File: src/rtl/opdisp_pkg.sv
package opdisp_pkg;
  localparam int OPC_W   = 8;
  localparam int ENTRY_W = OPC_W + 4;
  localparam int DP_W    = 7;

  localparam int DP_STATUS = 0;
  localparam int DP_IDENT  = 1;
  localparam int DP_DISC   = 2;
  localparam int DP_READ   = 3;
  localparam int DP_UPLOAD = 4;
  localparam int DP_ADDRW  = 5;
  localparam int DP_WLATCH = 6;

  typedef struct packed {
    logic             valid;
    logic             upload;
    logic [1:0]       pipe;
    logic [OPC_W-1:0] opcode;
  } slot_t;

  typedef enum logic [3:0] {
    S_IDLE, S_STATUS, S_IDENT, S_DISC, S_READ,
    S_UPLOAD, S_ADDRW, S_WLATCH, S_WAIT
  } state_e;

  localparam logic [1:0] M_FLASH = 2'd1;
  localparam logic [1:0] M_PASS  = 2'd2;

  localparam logic [1:0] P_TWO_HALF = 2'd2;
  localparam logic [1:0] P_TWO_FULL = 2'd3;
endpackage

File: src/rtl/slot_matcher.sv
module slot_matcher
  import opdisp_pkg::*;
#(
  parameter int NUM_SLOTS = 24,
  parameter int GATE_LO   = 11,
  parameter int GATE_HI   = 14
) (
  input  logic [NUM_SLOTS*ENTRY_W-1:0] slot_cfg_i,
  input  logic [OPC_W-1:0]             byte_i,
  input  logic                         busy_i,
  output logic [NUM_SLOTS-1:0]         hit_o
);
  for (genvar g = 0; g < NUM_SLOTS; g++) begin : g_slot
    localparam bit GATED = (g >= GATE_LO) && (g <= GATE_HI);
    slot_t s;
    assign s = slot_t'(slot_cfg_i[g*ENTRY_W +: ENTRY_W]);
    if (GATED) begin : g_gated
      assign hit_o[g] = s.valid && (s.opcode == byte_i) && !busy_i;
    end else begin : g_free
      assign hit_o[g] = s.valid && (s.opcode == byte_i);
    end
  end
endmodule

File: src/rtl/lowest_pick.sv
module lowest_pick #(
  parameter int N     = 24,
  parameter int IDX_W = $clog2(N)
) (
  input  logic [N-1:0]     req_i,
  output logic             found_o,
  output logic [IDX_W-1:0] idx_o
);
  always_comb begin
    found_o = 1'b0;
    idx_o   = '0;
    for (int i = N - 1; i >= 0; i--) begin
      if (req_i[i]) begin
        found_o = 1'b1;
        idx_o   = IDX_W'(i);
      end
    end
  end

  logic [N-1:0] below;
  assign below = (N'(1) << idx_o) - N'(1);

  always_comb begin
    if (found_o) begin
      assert_pick_lowest_R3: assert (req_i[idx_o] && ((req_i & below) == '0))
        else $error("picked slot is not the lowest requester");
    end
  end
endmodule

File: src/rtl/dispatch_fsm.sv
module dispatch_fsm
  import opdisp_pkg::*;
#(
  parameter int NUM_SLOTS  = 24,
  parameter int NUM_STATUS = 3,
  parameter int NUM_READ   = 6,
  parameter int IDX_W      = $clog2(NUM_SLOTS)
) (
  input  logic             clk_i,
  input  logic             rst_ni,
  input  logic             take_i,
  input  logic             found_i,
  input  logic [IDX_W-1:0] idx_i,
  input  slot_t            pick_i,
  input  logic [1:0]       mode_i,
  input  logic             busy_i,
  input  logic [2:0]       icpt_en_i,
  output state_e           state_o,
  output slot_t            rec_o,
  output logic             pair_o,
  output logic [2:0]       icpt_o
);
  localparam int IDENT_IDX = NUM_STATUS;
  localparam int DISC_IDX  = NUM_STATUS + 1;
  localparam int READ_BASE = NUM_STATUS + 2;
  localparam int EN4B_IDX  = READ_BASE + NUM_READ;
  localparam int EX4B_IDX  = EN4B_IDX + 1;
  localparam int WREN_IDX  = EN4B_IDX + 2;
  localparam int WRDI_IDX  = EN4B_IDX + 3;

  state_e     state_q, state_d;
  slot_t      rec_q, rec_d;
  logic       pair_q, pair_d;
  logic [2:0] icpt_q, icpt_d;
  logic [1:0] cls;
  state_e     cls_state;
  int         pos;

  assign pos = int'(idx_i);

  always_comb begin
    if (pos < IDENT_IDX) begin
      cls = 2'd0; cls_state = S_STATUS;
    end else if (pos == IDENT_IDX) begin
      cls = 2'd1; cls_state = S_IDENT;
    end else begin
      cls = 2'd2; cls_state = S_DISC;
    end
  end

  always_comb begin
    state_d = state_q;
    rec_d   = rec_q;
    pair_d  = pair_q;
    icpt_d  = icpt_q;
    if (take_i) begin
      state_d = S_WAIT;
      rec_d   = '0;
      pair_d  = 1'b0;
      icpt_d  = '0;
      if (found_i) begin
        rec_d = pick_i;
        if (pos <= DISC_IDX) begin
          if (mode_i == M_FLASH) begin
            state_d = cls_state;
          end else if (icpt_en_i[cls]) begin
            state_d     = cls_state;
            icpt_d[cls] = 1'b1;
          end
        end else if (pos < EN4B_IDX) begin
          state_d = S_READ;
        end else if (pick_i.upload && !busy_i) begin
          state_d = S_UPLOAD;
        end else if (pos == EN4B_IDX || pos == EX4B_IDX) begin
          state_d = S_ADDRW;
          pair_d  = (pos == EN4B_IDX);
        end else if (pos == WREN_IDX || pos == WRDI_IDX) begin
          state_d = S_WLATCH;
          pair_d  = (pos == WREN_IDX);
        end
      end
    end
  end

  always_ff @(posedge clk_i or negedge rst_ni) begin
    if (!rst_ni) begin
      state_q <= S_IDLE;
      rec_q   <= '0;
      pair_q  <= 1'b0;
      icpt_q  <= '0;
    end else begin
      state_q <= state_d;
      rec_q   <= rec_d;
      pair_q  <= pair_d;
      icpt_q  <= icpt_d;
    end
  end

  assign state_o = state_q;
  assign rec_o   = rec_q;
  assign pair_o  = pair_q;
  assign icpt_o  = icpt_q;

  assert_idle_without_byte_R2: assert property (@(posedge clk_i) disable iff (!rst_ni)
    (state_q == S_IDLE && !take_i) |=> (state_q == S_IDLE));

  assert_hold_decision_R11: assert property (@(posedge clk_i) disable iff (!rst_ni)
    (state_q != S_IDLE) |=> ($stable(state_q) && $stable(rec_q) && $stable(icpt_q)));

  assert_busy_gates_state_change_R7: assert property (@(posedge clk_i) disable iff (!rst_ni)
    (take_i && busy_i) |=> !(state_q inside {S_ADDRW, S_WLATCH, S_UPLOAD}));

  assert_flash_no_intercept_R5: assert property (@(posedge clk_i) disable iff (!rst_ni)
    (take_i && mode_i == M_FLASH) |=> (icpt_q == 3'b000));

  assert_intercept_single_R5: assert property (@(posedge clk_i) disable iff (!rst_ni)
    $onehot0(icpt_q));
endmodule

File: src/rtl/opcode_dispatch.sv
module opcode_dispatch
  import opdisp_pkg::*;
#(
  parameter int NUM_SLOTS  = 24,
  parameter int NUM_STATUS = 3,
  parameter int NUM_READ   = 6
) (
  input  logic                         clk_i,
  input  logic                         rst_ni,
  input  logic [OPC_W-1:0]             byte_i,
  input  logic                         byte_valid_i,
  output logic                         byte_ready_o,
  input  logic [1:0]                   mode_i,
  input  logic                         busy_i,
  input  logic [2:0]                   icpt_en_i,
  input  logic [NUM_SLOTS*ENTRY_W-1:0] slot_cfg_i,
  output logic [ENTRY_W-1:0]           cmd_info_o,
  output logic [DP_W-1:0]              dp_sel_o,
  output logic                         pair_flag_o,
  output logic [2:0]                   intercept_o,
  output logic                         pipe2_o
);
  localparam int IDX_W    = $clog2(NUM_SLOTS);
  localparam int EN4B_IDX = NUM_STATUS + 2 + NUM_READ;
  localparam int WRDI_IDX = EN4B_IDX + 3;

  logic [NUM_SLOTS-1:0] hit;
  logic                 found;
  logic [IDX_W-1:0]     idx;
  logic                 active;
  logic                 take;
  slot_t                pick;
  slot_t                rec;
  state_e               state;

  slot_matcher #(
    .NUM_SLOTS (NUM_SLOTS),
    .GATE_LO   (EN4B_IDX),
    .GATE_HI   (WRDI_IDX)
  ) u_match (
    .slot_cfg_i (slot_cfg_i),
    .byte_i     (byte_i),
    .busy_i     (busy_i),
    .hit_o      (hit)
  );

  lowest_pick #(
    .N     (NUM_SLOTS),
    .IDX_W (IDX_W)
  ) u_pick (
    .req_i   (hit),
    .found_o (found),
    .idx_o   (idx)
  );

  assign pick   = slot_t'(slot_cfg_i[int'(idx)*ENTRY_W +: ENTRY_W]);
  assign active = (mode_i == M_FLASH) || (mode_i == M_PASS);
  assign byte_ready_o = (state == S_IDLE) && active;
  assign take   = byte_ready_o && byte_valid_i;

  dispatch_fsm #(
    .NUM_SLOTS  (NUM_SLOTS),
    .NUM_STATUS (NUM_STATUS),
    .NUM_READ   (NUM_READ),
    .IDX_W      (IDX_W)
  ) u_fsm (
    .clk_i     (clk_i),
    .rst_ni    (rst_ni),
    .take_i    (take),
    .found_i   (found),
    .idx_i     (idx),
    .pick_i    (pick),
    .mode_i    (mode_i),
    .busy_i    (busy_i),
    .icpt_en_i (icpt_en_i),
    .state_o   (state),
    .rec_o     (rec),
    .pair_o    (pair_flag_o),
    .icpt_o    (intercept_o)
  );

  always_comb begin
    dp_sel_o = '0;
    case (state)
      S_STATUS: dp_sel_o[DP_STATUS] = 1'b1;
      S_IDENT:  dp_sel_o[DP_IDENT]  = 1'b1;
      S_DISC:   dp_sel_o[DP_DISC]   = 1'b1;
      S_READ:   dp_sel_o[DP_READ]   = 1'b1;
      S_UPLOAD: dp_sel_o[DP_UPLOAD] = 1'b1;
      S_ADDRW:  dp_sel_o[DP_ADDRW]  = 1'b1;
      S_WLATCH: dp_sel_o[DP_WLATCH] = 1'b1;
      default:  dp_sel_o = '0;
    endcase
  end

  assign cmd_info_o = rec;
  assign pipe2_o    = (rec.pipe == P_TWO_HALF) || (rec.pipe == P_TWO_FULL);

  assert_sel_onehot_R10: assert property (@(posedge clk_i) disable iff (!rst_ni)
    $onehot0(dp_sel_o));

  assert_state_known_R10: assert property (@(posedge clk_i) disable iff (!rst_ni)
    !$isunknown(state));

  assert_no_ready_after_decision_R11: assert property (@(posedge clk_i) disable iff (!rst_ni)
    take |=> !byte_ready_o);

  assert_inactive_stays_idle_R2: assert property (@(posedge clk_i) disable iff (!rst_ni)
    (byte_valid_i && !active && state == S_IDLE) |=> (dp_sel_o == '0 && cmd_info_o == '0));
endmodule

File: config.mk
export PLATFORM = sky130hd
export DESIGN_NAME = opcode_dispatch
export DESIGN_NICKNAME = d
export VERILOG_FILES = /design/src/rtl/opdisp_pkg.sv /design/src/rtl/slot_matcher.sv /design/src/rtl/lowest_pick.sv /design/src/rtl/dispatch_fsm.sv /design/src/rtl/opcode_dispatch.sv
export SDC_FILE = /design/constraint.sdc
export NUM_CORES = 1
export LEC_CHECK = 0
export ABC_AREA = 1
export CORE_MARGIN = 8
export CORE_UTILIZATION = 49
export DETAILED_ROUTE_END_ITERATION = 6
export HOLD_SLACK_MARGIN = 0.03
export PLACE_DENSITY = 0.95
export RECOVER_POWER = 50
export SYNTH_ARGS = -nofsm -noshare
export SYNTH_HDL_FRONTEND = slang
export SYNTH_HIERARCHICAL = 1
export SYNTH_SLANG_ARGS = --single-unit
File: constraint.sdc
create_clock -name clk_i -period 4.3 [get_ports clk_i]
set_input_delay 0.645 -clock clk_i [delete_from_list [all_inputs] [get_ports clk_i]]
set_output_delay 0.645 -clock clk_i [all_outputs]
set_load 0.01 [all_outputs]
After elaboration in Yosys (flattened, before gate mapping)
Cells that the tools add are included.

Word-level logic and storage cells: 174. Register bits after elaboration: 20. Output and inout bits: 25. Bits of input ports: 305.

Equal/unequal tests: 40. Reduce and logical (&&, ||, !) cells: 38. Magnitude comparators: 5. Shift-type cells: 1. Multipliers: 1. Muxes and demuxes: 82.

Operators with widths (number): indexed part select 288 x 10 -> 12 bit (1); == test 8 bit (24); 2-to-1 mux 5 bit (24); 2-to-1 mux 1 bit (40); logical AND 1 bit (32); 2-to-1 mux 4 bit (8); == test 5 bit, second input constant (4); == test 4 x 3 -> 1 bit, second input constant (4); 2-to-1 mux 12 bit (1); 2-to-1 mux 3 bit (4); == test 4 x 2 -> 1 bit, second input constant (2); multiplier 5 x 2 -> 7 bit, second input constant (1); == test 2 bit, second input constant (3); 2-to-1 mux 2 bit (3); == test 5 x 3 -> 1 bit, second input constant (1); less-or-equal comparator 5 x 3 -> 1 bit, second input constant (1); < comparator 5 x 2 -> 1 bit, second input constant (1); < comparator 5 x 4 -> 1 bit, second input constant (1); == test 4 x 1 -> 1 bit, second input constant (1); zero test 4 bit (1); logical OR 1 bit (4); < comparator 2 x 3 -> 1 bit, second input constant (1); binary-select mux 1 bit (select 2 bit) (1); demux 1 bit (select 2 bit) (1); 3 further kinds (3).

Depth between registers and ports, before layout
Gate-level depths: netlist of run 1.

Depth in word-level cells: 37. Mapped depth: 48. Gate-level depth less buffers: 44.

By module
Netlist of run 1, hierarchy kept.

By module, submodules not included: opcode_dispatch (cells each 801, instances 1, sequential area each 0.0 um^2, area an instance 3485.8 um^2); slot_matcher (cells each 787, instances 1, sequential area each 0.0 um^2, area an instance 3348.2 um^2); dispatch_fsm (cells each 109, instances 1, sequential area each 500.5 um^2, area an instance 975.9 um^2); lowest_pick (cells each 79, instances 1, sequential area each 0.0 um^2, area an instance 324.1 um^2).

Worst setup path after synthesis of run 1
No wires, ideal clock.

Path kind: in2reg. Start point: in byte_i[6]. End point: reg u_fsm.state_q[1] (netlist: u_fsm/state_o[1]). Slack: 319 ps. Data required time: 4182 ps. Library setup time: 118 ps. Buffers on the path: 5. Arrival time: 3864 ps. Cell stages on the path: 43. Path through: buf_2 buf_2 xnor2_1 nand3_1 nor2_1 nand2_1 nand2_1 nand2_1 nand2_1 nand2_1 nand2_1 nand2_1 nand2_1 nand2_1 nand2_1 nand2_1 nand2_1 nand2_1 [... 7 more ...] nand2_1 a21oi_2 buf_4 inv_4 buf_6 buf_6 nand2_1 nand3_1 nand3_1 nand3_1 nand2_1 nand2_1 nand2_1 inv_1 or2_2 nand2_2 o21a_1 nand2_1.

RTL lines: start, declared (line opcode_dispatch.sv:10) `input logic [OPC_W-1:0] byte_i,`; end signal, assigned (line dispatch_fsm.sv:92) `state_q <= state_d;`; end, declared (line dispatch_fsm.sv:31) `state_e state_q, state_d;`.

==> qor.yml, run 1 <==
outcome:
  status: "complete, but fails checks"
  violations: "design-rule violations"
timing:
  slew_violations: 0
  hold_violations: 0
  skew_ps: 1.439
  setup_viol: 0
  min_period_ps: 4142
  grt_setup_unrepaired: "true"
  slew_headroom_pct: 37.85
  tightest_slew_ps: 929.2
  min_period_over_period_pct: 96.33
  max_freq_mhz: 241.4
critical_path:
  critPathMaxStageDelay_ps: 280
  critPathKind: "primary input to flip-flop"
  slowest_stage: "or2_2"
  worstPathRequired_ps: 4440
  end_kind: "flip-flop"
  crit_path_frequent_cell: "nand2_1"
  crit_fanout: 7
  critPathLaunchType: "primary input"
  worstPathArrival_ps: 4280
clocking:
  insertion_delay_ps: 250
  hold_buffers: 0
  clkSlewWorstSetupHoldPaths_ps: 60
  numCtsBuffers: 3
  htreeDepth: 1
  clock_sink_count: 20
  cts_tree: "built"
  clock_path_buffers: 2
  clockRootBuffer: "clkbuf_16"
routing:
  wl_per_cell_um: 18.19
  drtAntennaViolNets: 0
  vias: 13411
  via_per_inst: 5.690
  routed_wirelength_um: 42880
  drc: 5
  first_pass_iters: 7
  initialDrtViolationCount: 2314
place:
  post_dp_cell_area_um2: 12070
  dp.cells: 2339
  portBuffers: 329
  gp_congestion: 1.084
  dpl.hpwl_um: 33360
floorplanning:
  chipWidth_um: 144.8
  fp-row-count: 47
  fp.dieH_um: 144.8
  coreArea_um2: 16410
  initial_core_util_pct: 49.58
  io_pins: 330
  dieArea_um2: 20980
power:
  powerDensity_nw_per_um2: 146.6
  total_power_mw: 1.826
  ir_drop_mv: 0.1517
  leakagePower_nw: 7.348
global_route:
  grt_pass1_wl_um: 63450
  antenna_found_initial: 4
  overflow: 0
  grt_usage_pct: 38.10
  grt_pass1_vias: 12503
  grt_start_max_net_pins: 49
synth:
  synth_cells: 1776
  synth_edf_count: 0
  postSynthAreaPerCell_um2: 4.580
  ys_seq_area_share_pct: 6.153
  synth-main-ff-cell: "dfrtp_1"
  synth_seq_cells: 20
  yosys_warnings: 6
  synth_nets: 2081
  syn_area_um2: 8134
  synth_cell_types: 37
  async_reset_ff_share_pct: 100.0
final_layout:
  stdcell_count: 2357
  nNetsFinal: 2440
  design_area_um2: 12450
  multi_input_area_um2: 5951
  regArea_um2: 500.5
  layout-area-overhead-vs-synth_pct: 53.08
  fin_util_pct: 75.89
  n_fill_cell: 1336
  drive_above_1_share_pct: 8.154
run:
  drv_cap: 0
worst_hold_path:
  hold_path.class: "flip-flop to flip-flop"
==> report_power, final <==
group / total, mW / leakage [nW] / switching (mW) / internal (mW)
clock network: 0.214 / 0.0442 / 0.0717 / 0.142
logic: 1.36 / 7.03 / 0.728 / 0.629
registers: 0.255 / 0.272 / 0.0284 / 0.227
==> layout by cell type, fill, tap and decap left out, drive strengths merged <==
master	instances
a211oi	1
a21boi	5
a21oi	6
a22o	11
and2	1
buf	120
clkbuf	12
clkdlybuf4s15	1
clkdlybuf4s50	255
clkinv	2
dfrtp	20
diode	3
dlygate4sd3	12
dlymetal6s2s	52
inv	318
nand2	717
nand3	205
nand4	3
nor2	230
nor3	8
nor4	3
o211ai	24
o21a	8
o21ai	77
o311ai	1
or2	3
xnor2	38
xor2	1
==> logic make-up (layout without fill, tap and decap cells) <==
group	after synthesis	in the layout	synth area share (%)
DFF	20	20	6.153
AOI/OAI and AO/OA	133	133	10.04
buffers and inverters	414	772	21.66
xor gates and xnor gates	39	39	4.199
other	0	3	0
and+or+nand+nor	1170	1170	57.95
==> synth_stat cells (11+ instances only) <==
cell type | number | area [um^2]
nand2_1 | 713 | 2676
nor2_1 | 228 | 855.8
o21ai_0 | 53 | 265.3
buf_6 | 11 | 123.9
buf_2 | 47 | 235.2
inv_1 | 310 | 1164
o21ai_1 | 22 | 110.1
clkbuf_1 | 18 | 67.56
nand3_1 | 204 | 1021
buf_4 | 17 | 127.6
xnor2_1 | 38 | 332.8
a22o_1 | 11 | 96.34
dfrtp_1 | 20 | 500.5
o211ai_1 | 24 | 180.2
==> critical path, delay by kind of cell <==
family / cells / cell delay (ps)
AOI/OAI and AO/OA: 2 / 270
and+or+nand+nor: 36 / 2640
buffers and inverters: 6 / 720
==> routing by layer <==
layer | part of all wire (%) | wire (um) | track usage, % | vias to the layer above
li1 | - | - | - | 6051
met5 | 0.030 | 13 | 0 | -
met2 | 43 | 18530 | 61.46 | 1273
met1 | 34 | 14430 | 44.46 | 5756
met4 | 7.9 | 3406 | 23.77 | 2
met3 | 15 | 6498 | 9.580 | 329
==> repair_timing <==
item / 4_1_cts / 5_1_grt
pin swaps: 1 / 24
buffers inserted: 0 / 10
cloned: 0 / 1
gates resized for setup: 21 / 99
setup endpoints to repair: 14 / 20
==> stage by stage <==
step           setup slack, ps  TNS (ps)  hold slack [ps]
2_1_floorplan            318.8         0            349.4
3_3_place_gp            -228.3     -2819            466.7
3_5_place_dp            -444.4     -5600            469.5
4_1_cts                  3.150         0            484.5
5_1_grt                 -88.02    -268.9            495.1
6_report                 157.8         0            470.5
==> flip-flops by register name (all words and copies together), names as in the netlist <==
name / count
u_fsm/state_o: 4
u_fsm/pair_o: 1
u_fsm/rec_o: 12
u_fsm/icpt_o: 3
==> path summary, 6_finish.rpt <==
path	slack [ps]	depth (start not counted)	startpoint	end
setup / recovery	160	44	slot_cfg_i[252]	u_fsm/state_o[1]$_DFFE_PN0P_
hold / removal	470	2	u_fsm/icpt_o[0]$_DFFE_PN0P_	u_fsm/icpt_o[0]$_DFFE_PN0P_
setup reg to reg	1880	7	u_fsm/state_o[2]$_DFFE_PN0P_	u_fsm/state_o[0]$_DFFE_PN0P_
hold reg to reg	470	2	u_fsm/icpt_o[0]$_DFFE_PN0P_	u_fsm/icpt_o[0]$_DFFE_PN0P_
max in group asynchronous	2760	1	rst_ni	u_fsm/state_o[0]$_DFFE_PN0P_
min in group asynchronous	980	1	rst_ni	u_fsm/state_o[3]$_DFFE_PN0P_
==> area by class of cell <==
cell class | count | share of cell area (%)
well taps | 220 | 2.211
clock buffers | 4 | 0.7134
repair buffers | 448 | 35.42
flip-flops and latches | 20 | 4.019
multi-input cells | 1342 | 47.79
inverters | 320 | 9.787
diodes | 3 | 0.06029
(Power assumes the default switching activity.)
==> inputs of run 2 (changes only) <==
--- a/config.mk
+++ b/config.mk
@@ -6,12 +6,15 @@
 export NUM_CORES = 1
 export LEC_CHECK = 0
 export ABC_AREA = 1
+export CELL_PAD_IN_SITES_DETAIL_PLACEMENT = 2
+export CELL_PAD_IN_SITES_GLOBAL_PLACEMENT = 2
 export CORE_MARGIN = 8
-export CORE_UTILIZATION = 49
+export CORE_UTILIZATION = 21
 export DETAILED_ROUTE_END_ITERATION = 6
 export HOLD_SLACK_MARGIN = 0.03
 export PLACE_DENSITY = 0.95
 export RECOVER_POWER = 50
+export SLEW_MARGIN = 15
 export SYNTH_ARGS = -nofsm -noshare
 export SYNTH_HDL_FRONTEND = slang
 export SYNTH_HIERARCHICAL = 1
==> qor.yml, run 2 (synthesis gave the netlist of run 1 again) <==
timing:
  slew_headroom_pct: 33.88  # was 37.85%
  tightest_slew_ps: 988.5  # was 929.2 ps
  slew_violations: 0  # unchanged
  setup_ws_ps: -532.1  # was 157.8 ps
  skew_ps: 6.436  # was 1.439 ps
  min_period_over_period_pct: 112.4  # was 96.33%
  hold_violations: 0  # unchanged
  tns_ps: -7880  # was 0 ps
  min_period_ps: 4832  # was 4142 ps
  setup_viol: 20  # was 0
  grt_setup_unrepaired: "true"  # unchanged
  max_freq_mhz: 206.9  # was 241.4 MHz
  timing.hold.ws_ps: 498.0  # was 470.5 ps
critical_path:
  crit_fanout: 19  # was 7
  crit_path_frequent_cell: "nand2_1"  # unchanged
  critPathKind: "primary input to flip-flop"  # unchanged
  crit_family: "simple AND/OR/NAND/NOR gates"  # unchanged
  worstPathArrival_ps: 5040  # was 4280 ps
  critPathLaunchType: "primary input"  # unchanged
  slowest_stage: "clkdlybuf4s50_1"  # was or2_2
  crit_buf_inv: 5  # was 6
  end_kind: "flip-flop"  # unchanged
  worstPathRequired_ps: 4510  # was 4440 ps
  critPathMaxStageDelay_ps: 520  # was 280 ps
clocking:
  htreeDepth: 1  # unchanged
  clockRootBuffer: "clkbuf_16"  # unchanged
  hold_buffers: 0  # unchanged
  insertion_delay_ps: 270  # was 250 ps
  numCtsBuffers: 3  # unchanged
  clock_path_buffers: 2  # unchanged
  clock_sink_count: 20  # unchanged
  cts_tree: "built"  # unchanged
  clkSlewWorstSetupHoldPaths_ps: 70  # was 60 ps
power:
  swShare_pct: 48.84  # was 45.35%
  p_seq_share_pct: 11.8  # was 14.0%
  internal-power_mw: 1.130  # was 997.8 uW
  ir_drop_mv: 0.1304  # was 0.1517 mV
  p_clk_share_pct: 12.6  # was 11.7%
  switching_power_mw: 1.079  # was 828.0 uW
  leakagePower_nw: 7.589  # was 7.348 nW
  powerDensity_nw_per_um2: 159.1  # was 146.6 nW/um^2
  combPwrFrac_pct: 75.6  # was 74.3%
floorplanning:
  coreArea_um2: 38470  # was 16410 um^2
  chipWidth_um: 212.8  # was 144.8 um
  dieArea_um2: 45290  # was 20980 um^2
  io_pins: 330  # unchanged
  initial_core_util_pct: 21.15  # was 49.58%
  fp.dieH_um: 212.8  # was 144.8 um
  fp-row-count: 72  # was 47
worst_hold_path:
  hold_path.class: "flip-flop to flip-flop"  # unchanged
final_layout:
  design_area_um2: 13890  # was 12450 um^2
  final_common_cell: "nand2_1"  # unchanged
  nNetsFinal: 2485  # was 2440
  layout_common_cells: "nand2_1 (685), inv_1 (303), clkdlybuf4s50_1 (265)"  # was nand2_1 (711), inv_1 (307), clkdlybuf4s50_1 (255)
  layout-area-overhead-vs-synth_pct: 70.71  # was 53.08%
  largest_reg_flops: 12  # unchanged
  fin_util_pct: 36.10  # was 75.89%
  drive_above_1_share_pct: 13.95  # was 8.154%
global_route:
  grt_pass1_vias: 15104  # was 12503
  antenna_found_initial: 11  # was 4
  grt_start_max_net_pins: 43  # was 49
  overflow: 0  # unchanged
  grt_pass1_wl_um: 92470  # was 63450 um
  grt_usage_pct: 26.68  # was 38.10%
outcome:
  violations: "negative setup slack"  # was design-rule violations
  status: "complete, but fails checks"  # unchanged
routing:
  drc: 0  # was 5
  wl_per_cell_um: 26.72  # was 18.19 um
  via_per_inst: 5.203  # was 5.690
  first_pass_iters: 5  # was 7
  initialDrtViolationCount: 964  # was 2314
  drtAntennaViolNets: 0  # unchanged
  vias: 14094  # was 13411
  routed_wirelength_um: 72390  # was 42880 um
place:
  dpl.hpwl_um: 51870  # was 33360 um
  post_dp_cell_area_um2: 12740  # was 12070 um^2
  place_ws_ps: -764.9  # was -444.4 ps
  gp_congestion: 0.8924  # was 1.084
  portBuffers: 329  # unchanged
run:
  drv_cap: 0  # unchanged
run 2: final timing paths:
kind | cells past startpoint | to | slack (ps) | from
max in group asynchronous | 1 | u_fsm/rec_o[3]$_DFFE_PN0P_ | 2720 | rst_ni
hold reg to reg | 2 | u_fsm/icpt_o[0]$_DFFE_PN0P_ | 500 | u_fsm/icpt_o[0]$_DFFE_PN0P_
setup / recovery | 42 | u_fsm/state_o[3]$_DFFE_PN0P_ | -530 | slot_cfg_i[275]
setup reg to reg | 8 | u_fsm/state_o[1]$_DFFE_PN0P_ | 1820 | u_fsm/state_o[2]$_DFFE_PN0P_
hold / removal | 2 | u_fsm/icpt_o[0]$_DFFE_PN0P_ | 500 | u_fsm/icpt_o[0]$_DFFE_PN0P_
min in group asynchronous | 1 | u_fsm/icpt_o[1]$_DFFE_PN0P_ | 980 | rst_ni
run 2: layout make-up:
type / instances / area [um^2]
Fill cell: 4870 / 24580
Multi-Input combinational cell: 1342 / 6264
Timing Repair Buffer: 491 / 5054
Inverter: 320 / 1254
Tap cell: 518 / 648.1
Sequential cell: 20 / 500.5
Clock buffer: 3 / 75.07
Timing Repair inverter: 2 / 31.28
Clock inverter: 1 / 30.03
Antenna cell: 12 / 30.03
run 2: layer usage:
layer | global-route usage, % | vias up | routed length [um]
met5 | 0 | - | 8
met2 | 48.01 | 783 | 35110
met4 | 12.33 | 2 | 4964
met1 | 30.98 | 6870 | 27280
li1 | - | 6152 | -
met3 | 3.596 | 287 | 5031
run 2: stage by stage:
stage	power, mW	std cells
detailed placement	1.714	2658
floorplan	0.8807	1776
global placement	1.635	2658
CTS	2.042	2676
global route	2.310	2708
finish	2.209	2709
run 2: worst min-delay path: cells and delay by family, from the launching register on:
kind	cells	cell delay (ps)
and+or+nand+nor	2	120
DFF	1	350
run 2: power by group through the flow:
stage,Combinational (mW),Sequential [mW],Clock (mW)
after global placement,1.37,0.261,0
after global routing,1.75,0.265,0.291
after floorplan,0.614,0.266,0
after detailed placement,1.45,0.263,0
after CTS,1.50,0.261,0.283
final,1.67,0.260,0.279
run 2: repair_timing:
item,4_1_cts,5_1_grt
setup endpoints to repair,20,20
pin swaps,11,40
buffers inserted,11,16
gates resized for setup,89,166
gates cloned,3,8
